===== config.mk =====
export PLATFORM = sky130hd
export DESIGN_NAME = payload_coder
export DESIGN_NICKNAME = d
export VERILOG_FILES = /design/src/rtl/pcoder_pkg.sv /design/src/rtl/pc_pn7.sv /design/src/rtl/pc_tx_path.sv /design/src/rtl/pc_rx_path.sv /design/src/rtl/payload_coder.sv
export SDC_FILE = /design/constraint.sdc
export NUM_CORES = 1
export LEC_CHECK = 0
export ABC_AREA = 0
export BUFFER_PORTS_ARGS = -buffer_cell sky130_fd_sc_hd__buf_4
export CAP_MARGIN = 20
export CORE_MARGIN = 5
export CORE_UTILIZATION = 50
export CTS_CLUSTER_DIAMETER = 80
export DETAILED_ROUTE_END_ITERATION = 7
export PLACE_DENSITY_LB_ADDON = 0.15
export SYNTH_ARGS = -nofsm -noshare
export SYNTH_HDL_FRONTEND = slang
export SYNTH_HIERARCHICAL = 1
export SYNTH_SLANG_ARGS = --single-unit
export TNS_END_PERCENT = 50

===== constraint.sdc =====
create_clock -name clk -period 2.7 [get_ports clk]
set_clock_uncertainty 0.15 [all_clocks]
set_input_delay 0.135 -clock clk [delete_from_list [all_inputs] [get_ports clk]]
set_output_delay 0.135 -clock clk [all_outputs]
set_load 0.02 [all_outputs]

===== src/rtl/pcoder_pkg.sv =====
package pcoder_pkg;
  localparam int NIB_W    = 4;
  localparam int PAR_W    = 3;
  localparam int CW_W     = NIB_W + PAR_W;
  localparam int BYTE_W   = 2 * NIB_W;
  localparam int PN_W     = 7;
  localparam int FEC_BITS = 2 * CW_W;
  localparam int CNT_W    = $clog2(FEC_BITS + 1);

  typedef logic [NIB_W-1:0]  nib_t;
  typedef logic [CW_W-1:0]   cw_t;
  typedef logic [PAR_W-1:0]  syn_t;
  typedef logic [BYTE_W-1:0] byte_t;
  typedef logic [PN_W-1:0]   pn_t;

  // codeword = {d3,d2,d1,d0,p2,p1,p0}
  function automatic cw_t ham_encode(nib_t d);
    return {d, d[3] ^ d[2] ^ d[0], d[3] ^ d[1] ^ d[0], d[2] ^ d[1] ^ d[0]};
  endfunction

  function automatic syn_t ham_syndrome(cw_t c);
    return {c[6] ^ c[5] ^ c[3] ^ c[2],
            c[6] ^ c[4] ^ c[3] ^ c[1],
            c[5] ^ c[4] ^ c[3] ^ c[0]};
  endfunction

  // bit to flip for a given syndrome
  function automatic cw_t ham_flip(syn_t s);
    case (s)
      3'b110:  return 7'b1000000;
      3'b101:  return 7'b0100000;
      3'b011:  return 7'b0010000;
      3'b111:  return 7'b0001000;
      3'b100:  return 7'b0000100;
      3'b010:  return 7'b0000010;
      3'b001:  return 7'b0000001;
      default: return 7'b0000000;
    endcase
  endfunction

  // x^7 + x^4 + 1, output is the state MSB
  function automatic pn_t pn7_step(pn_t s);
    return {s[5:0], s[6] ^ s[3]};
  endfunction

  function automatic byte_t pn7_mask(pn_t s);
    pn_t   t;
    byte_t m;
    t = s;
    for (int i = BYTE_W - 1; i >= 0; i--) begin
      m[i] = t[PN_W-1];
      t    = pn7_step(t);
    end
    return m;
  endfunction

  function automatic pn_t pn7_advance(pn_t s);
    pn_t t;
    t = s;
    for (int i = 0; i < BYTE_W; i++) t = pn7_step(t);
    return t;
  endfunction
endpackage


===== src/rtl/pc_pn7.sv =====
module pc_pn7 import pcoder_pkg::*; #(
  parameter pn_t SEED = '1
) (
  input  logic  clk,
  input  logic  rst_n,
  input  logic  restart,
  input  logic  advance,
  output byte_t mask
);
  pn_t st;

  always_ff @(posedge clk) begin
    if (!rst_n)       st <= SEED;
    else if (restart) st <= SEED;
    else if (advance) st <= pn7_advance(st);
  end

  assign mask = pn7_mask(st);


  pn_nonzero_chk: assert property (@(posedge clk) disable iff (!rst_n) st != '0);
endmodule


===== src/rtl/pc_tx_path.sv =====
module pc_tx_path import pcoder_pkg::*; #(
  parameter pn_t SEED = '1
) (
  input  logic  clk,
  input  logic  rst_n,
  input  logic  restart,
  input  logic  en_white,
  input  logic  en_fec,
  input  logic  en_manch,
  input  byte_t din,
  input  logic  din_valid,
  output logic  din_ready,
  output logic  line_bit,
  output logic  line_valid
);
  logic                busy, half, m_manch;
  logic [FEC_BITS-1:0] sh;
  logic [CNT_W-1:0]    left;
  byte_t               mask, wb;
  logic                accept;

  assign din_ready = !busy;
  assign accept    = din_valid && din_ready;

  pc_pn7 #(.SEED(SEED)) u_pn (
    .clk(clk), .rst_n(rst_n), .restart(restart), .advance(accept), .mask(mask)
  );

  assign wb = din ^ (en_white ? mask : '0);

  always_ff @(posedge clk) begin
    if (!rst_n) begin
      busy <= 1'b0; half <= 1'b0; m_manch <= 1'b0; sh <= '0; left <= '0;
    end else if (restart) begin
      busy <= 1'b0; half <= 1'b0; left <= '0;
    end else if (accept) begin
      busy    <= 1'b1;
      half    <= 1'b0;
      m_manch <= en_manch;
      if (en_fec) begin
        sh   <= {ham_encode(wb[BYTE_W-1:NIB_W]), ham_encode(wb[NIB_W-1:0])};
        left <= CNT_W'(FEC_BITS);
      end else begin
        sh   <= {wb, {(FEC_BITS-BYTE_W){1'b0}}};
        left <= CNT_W'(BYTE_W);
      end
    end else if (busy) begin
      if (m_manch && !half) begin
        half <= 1'b1;
      end else begin
        half <= 1'b0;
        sh   <= sh << 1;
        left <= left - CNT_W'(1);
        if (left == CNT_W'(1)) busy <= 1'b0;
      end
    end
  end

  assign line_valid = busy;
  assign line_bit   = sh[FEC_BITS-1] ^ (m_manch & half);


  accept_start_chk: assert property (@(posedge clk) disable iff (!rst_n)
    (accept && !restart) |=> (line_valid && !din_ready));


  manch_half_chk: assert property (@(posedge clk) disable iff (!rst_n)
    (line_valid && m_manch && half) |-> (line_bit != $past(line_bit)));
endmodule


===== src/rtl/pc_rx_path.sv =====
module pc_rx_path import pcoder_pkg::*; #(
  parameter pn_t SEED = '1
) (
  input  logic  clk,
  input  logic  rst_n,
  input  logic  restart,
  input  logic  en_white,
  input  logic  en_fec,
  input  logic  en_manch,
  input  logic  bit_in,
  input  logic  bit_valid,
  output byte_t dout,
  output logic  dout_valid,
  output logic  fix_flag,
  output logic  merr_flag
);
  logic              phase, first;
  logic [BYTE_W-2:0] sr;
  logic [2:0]        cnt;
  logic              nph;
  nib_t              hi;
  logic              cb_v, cb, manch_bad;
  cw_t               cw_full, fixed;
  syn_t              syn;
  logic              cw_done, corr_evt, byte_done;
  byte_t             raw, mask;

  always_comb begin
    if (en_manch) begin
      cb_v      = bit_valid && phase;
      cb        = first;
      manch_bad = cb_v && (first == bit_in);
    end else begin
      cb_v      = bit_valid;
      cb        = bit_in;
      manch_bad = 1'b0;
    end
  end

  assign cw_full   = {sr[CW_W-2:0], cb};
  assign syn       = ham_syndrome(cw_full);
  assign fixed     = cw_full ^ ham_flip(syn);
  assign cw_done   = cb_v && en_fec && (cnt == 3'd6);
  assign corr_evt  = cw_done && (syn != '0);
  assign byte_done = cb_v && (en_fec ? (cnt == 3'd6 && nph) : (cnt == 3'd7));
  assign raw       = en_fec ? {hi, fixed[CW_W-1:PAR_W]} : {sr, cb};

  pc_pn7 #(.SEED(SEED)) u_pn (
    .clk(clk), .rst_n(rst_n), .restart(restart), .advance(byte_done), .mask(mask)
  );

  always_ff @(posedge clk) begin
    if (!rst_n) begin
      phase <= 1'b0; first <= 1'b0; sr <= '0; cnt <= '0; nph <= 1'b0; hi <= '0;
      dout <= '0; dout_valid <= 1'b0; fix_flag <= 1'b0; merr_flag <= 1'b0;
    end else begin
      dout_valid <= 1'b0;
      if (restart) begin
        phase <= 1'b0; cnt <= '0; nph <= 1'b0;
        fix_flag <= 1'b0; merr_flag <= 1'b0;
      end else begin
        if (en_manch && bit_valid) begin
          phase <= !phase;
          if (!phase) first <= bit_in;
        end
        if (cb_v) begin
          sr <= {sr[BYTE_W-3:0], cb};
          if (cw_done) begin
            cnt <= '0;
            nph <= !nph;
            if (!nph) hi <= fixed[CW_W-1:PAR_W];
          end else if (!en_fec && cnt == 3'd7) begin
            cnt <= '0;
          end else begin
            cnt <= cnt + 3'd1;
          end
        end
        if (byte_done) begin
          dout       <= raw ^ (en_white ? mask : '0);
          dout_valid <= 1'b1;
        end
        if (corr_evt)  fix_flag  <= 1'b1;
        if (manch_bad) merr_flag <= 1'b1;
      end
    end
  end


  byte_pulse_chk: assert property (@(posedge clk) disable iff (!rst_n)
    dout_valid |=> !dout_valid);


  corr_sets_chk: assert property (@(posedge clk) disable iff (!rst_n)
    (corr_evt && !restart) |=> fix_flag);


  fix_sticky_chk: assert property (@(posedge clk) disable iff (!rst_n)
    (fix_flag && !restart) |=> fix_flag);


  merr_sets_chk: assert property (@(posedge clk) disable iff (!rst_n)
    (manch_bad && !restart) |=> merr_flag);


  restart_clear_chk: assert property (@(posedge clk) disable iff (!rst_n)
    restart |=> (!fix_flag && !merr_flag && !dout_valid));
endmodule


===== src/rtl/payload_coder.sv =====
module payload_coder import pcoder_pkg::*; #(
  parameter pn_t PN_SEED = 7'h7F
) (
  input  logic       clk,
  input  logic       rst_n,
  input  logic       frame_start,
  input  logic       cfg_whiten,
  input  logic       cfg_fec,
  input  logic       cfg_manch,
  input  logic [7:0] tx_byte,
  input  logic       tx_valid,
  output logic       tx_ready,
  output logic       tx_bit,
  output logic       tx_bit_valid,
  input  logic       rx_bit,
  input  logic       rx_bit_valid,
  output logic [7:0] rx_byte,
  output logic       rx_byte_valid,
  output logic       fec_fixed_flag,
  output logic       manch_err_flag
);
  pc_tx_path #(.SEED(PN_SEED)) u_tx (
    .clk(clk), .rst_n(rst_n), .restart(frame_start),
    .en_white(cfg_whiten), .en_fec(cfg_fec), .en_manch(cfg_manch),
    .din(tx_byte), .din_valid(tx_valid), .din_ready(tx_ready),
    .line_bit(tx_bit), .line_valid(tx_bit_valid)
  );

  pc_rx_path #(.SEED(PN_SEED)) u_rx (
    .clk(clk), .rst_n(rst_n), .restart(frame_start),
    .en_white(cfg_whiten), .en_fec(cfg_fec), .en_manch(cfg_manch),
    .bit_in(rx_bit), .bit_valid(rx_bit_valid),
    .dout(rx_byte), .dout_valid(rx_byte_valid),
    .fix_flag(fec_fixed_flag), .merr_flag(manch_err_flag)
  );


  reset_idle_chk: assert property (@(posedge clk) $past(!rst_n) |-> (tx_ready && !tx_bit_valid && !rx_byte_valid));
endmodule


==> summary.md <==
| Metric | Value |
|---|---|
| Status | `finished clean` |
| Global router's overall resource usage | `19.29%` |
| Cts bufs inserted | `9` |
| Crit path max fanout | `11` |
| Most numerous cell in the Yosys netlist | `dfxtp_1` |
| Area leader, netlist | `dfxtp_1` |
| # Max-Cap Violations | `0` |
| Crit path kind | `register to register` |
| CP max stage delay | `0.80 ns` |
| Die X | `97.55 um` |
| Routed len/inst | `15.48 um` |
| Multi-input gate area | `0.002404 mm2` |
| Min-delay src | `rx_bit_valid` |
| Cell variety after synth | `66` |
| Htree depth | `3` |
| Core area | `0.007607 mm2` |
| CP endpoint kind | `register` |
| Final Util | `57.78%` |
| DRT iter0 DRCs | `153` |
| Fin. Hold Viols | `0` |
| Syn_nets | `465` |
| CP max-delay cell | `a21oi_1` |
| Yosys warnings | `6` |
| Buf/Inv on CP | `0` |
| Reg2Reg Launch Point | `u_rx/cnt[0]` |
| Number of flops mapped to enable cells by yosys | `0` |
| Share of the synthesized area in the top cell type | `32.91%` |
| GPL Wtd Cong | `0.8994` |
| DRT Pass-1 Iters | `4` |
| # rows | `32` |
| Crit start category | `register` |
| Pins Over Slew Limit | `0` |
| P_leak | `1.745 nW` |
| Crit-path cells | `ha_1 > ha_1 > nand2b_1 > a21oi_1 > and3_2 > o21ai_0` |
| Register area | `0.001261 mm2` |
| CP Capture Point | `u_rx/u_pn/st[0]` |
| Worst EP arrival | `2.42 ns` |
| First-pass GRT wire length | `15.22 mm` |
| Vias post-DR | `3311` |
| GRT overflow | `0` |
| CTS root buf | `clkbuf_8` |
| Synth Flop Type | `dfxtp_1` |
| Routed WL | `9.025 mm` |
| Clock transition at path regs | `0.07 ns` |
| Worst Reg-to-Reg Cells | `6` |
| Routed Antenna Nets | `0` |
| Share of cells above drive strength 1 | `14.76%` |
| Starting Density | `50.38%` |
| Vias in the first global route | `3177` |
| FILL cells | `701` |
| Slew @ Worst Pin | `0.9605 ns` |
| RSZ-0062 raised after global routing | `no` |
| Critical path required time | `2.75 ns` |
| Drt drc | `0` |
| Die area | `0.009516 mm2` |
| Tcrit/Tclk final | `88.06%` |
| Largest cells by area after synthesis | `dfxtp_1 33%, xor2_1 6.9%, mux2i_1 6.5%` |
| Max IR drop VDD | `0.3663 mV` |
| Minimum clock period | `2.378 ns` |
| Average size of a mapped cell | `8.651 um2` |
| Layout area overhead | `14.69%` |
| Setup violations, final | `0` |
| Worst hold path type | `input port to register` |
| Synth top cells by count | `63 x dfxtp_1, 37 x nor2_1, 34 x a21oi_1, 34 x nand2_1, 30 x xor2_1` |
| Post-synthesis cell area | `0.003832 mm2` |
| # port buffers | `30` |
| Crit path top cell by count | `ha_1` |
| Fmax | `420.6 MHz` |
| Critical path depth in cells | `6` |
| Register area share after synthesis | `32.91%` |
| Setup Total Neg Slack | `0 ns` |
| Post-DP HPWL | `6.407 mm` |
| Vert. Die Dim | `97.55 um` |
| Post-Syn Instances | `443` |
| CTS tree | `built` |
| Top delay family on crit path | `compound AO/OA/AOI/OAI gates` |
| # diodes | `0` |
| Clock sink total | `63` |
| Initial antenna violation count | `0` |
| Pwr dens | `491.1 mW/mm2` |
| CP startpoint | `u_rx/cnt[0]` |
| Layout Nets | `498` |
| Worst skew pair latency | `0.34 ns` |
| Worst r2r dst | `u_rx/u_pn/st[0]` |
| Number of synthesized register bits | `63` |
| Ports | `31` |
| Clock Tree Buf Depth | `2` |
| Largest net degree at the start of global routing | `30` |
| Vias/cell | `5.679` |
| Relative slew slack | `35.97%` |
| Reg-to-reg slack, setup | `0.32 ns` |
| Async S/R FF share, synth | `0%` |
==> worst register-to-register path, stage by stage (launching register included) <==
cell and delay, ns:
dfxtp_1 0.37, ha_1 0.18, ha_1 0.14, nand2b_1 0.18
a21oi_1 0.80, and3_2 0.34, o21ai_0 0.07
==> cell usage in the layout (no fill, tap or decap), drive strengths merged, types with 4 or more instances in the layout <==
cell type,instances
dfxtp,63
buf,38
nor2,38
a21oi,34
nand2,34
xor2,30
mux2i,25
nand3,23
o21ai,21
nor3,15
inv,15
clkbuf,12
and3,10
nand2b,9
xnor2,8
o211ai,6
a211o,6
nand3b,6
a211oi,5
or3,5
ha,5
dlygate4sd3,4
nor2b,4
xnor3,4
clkinv,4
==> worst min path at each step <==
stage                                 end  cells past startpoint
after floorplan                u_rx/hi[1]                      1
after global placement         u_rx/first                      3
after detailed placement       u_rx/first                      3
after CTS                      u_rx/phase                      4
after global routing      u_rx/dout_valid                      3
final                          u_rx/phase                      4
==> metrics by stage <==
stage / cells / hold WS, ns / cell area, um2 / setup slack [ns] / total power, W
global placement: 563 / 0.2579 / 4138 / 0.4094 / 0.001290
CTS: 583 / 0.03376 / 4395 / 0.3208 / 0.002190
detailed placement: 563 / 0.2663 / 4138 / 0.3568 / 0.001296
floorplan: 443 / 0.1184 / 3832 / 0.6231 / 0.001214
finish: 583 / 0.04570 / 4395 / 0.3225 / 0.002159
global route: 583 / 0.06454 / 4395 / 0.1061 / 0.002274
==> area by class of cell <==
class                      instances  share of cell area [%]
clock buffer                      12                   3.757
clock inverter                     4                   1.196
inverter                          16                   1.366
multi-input combinational        344                   54.68
sequential                        63                   28.69
tap                              102                   2.903
timing repair buffer              42                   7.401
==> flip-flops by register name (all words and copies together) (netlist names), 3 cells and up <==
signal        count
u_tx/left         4
u_tx/u_pn/st      7
u_tx/sh          14
u_rx/u_pn/st      7
u_rx/sr           7
u_rx/dout         8
u_rx/hi           4
u_rx/cnt          3
==> what timing repair did <==
item	in CTS	in global routing
buffers inserted	0	0
hold buffers	4	0
endpoints found under the hold margin	9	0
gates resized for setup	0	0
==> logic make-up (layout without fill, tap and decap cells) <==
group / count (synthesis) / after routing / share of synthesized area, %
muxes: 27 / 27 / 7.117
buffers and inverters: 36 / 74 / 4.374
xor gates and xnor gates: 44 / 44 / 12.28
adders and majority gates: 5 / 5 / 1.632
DFF: 63 / 63 / 32.91
AOI/OAI and AO/OA: 104 / 104 / 19.20
and+or+nand+nor: 164 / 164 / 22.49
==> report_power, final <==
group | switching, W | total, W | leakage (nW) | internal, W
Combinational | 0.000164 | 0.000302 | 1.12 | 0.000138
Sequential | 0.0000231 | 0.000978 | 0.512 | 0.000955
Clock | 0.000375 | 0.000879 | 0.113 | 0.000504
Total | 0.000562 | 0.00216 | 1.74 | 0.00160
==> layer usage <==
layer	wire, um	GRT usage (%)	vias up
li1	-	-	1671
met1	4035	23.34	1575
met2	4510	33.16	51
met3	303	4.523	14
met4	176	7.135	0
met5	0	0	-
No activity file was read; power rests on OpenSTA's default activity.
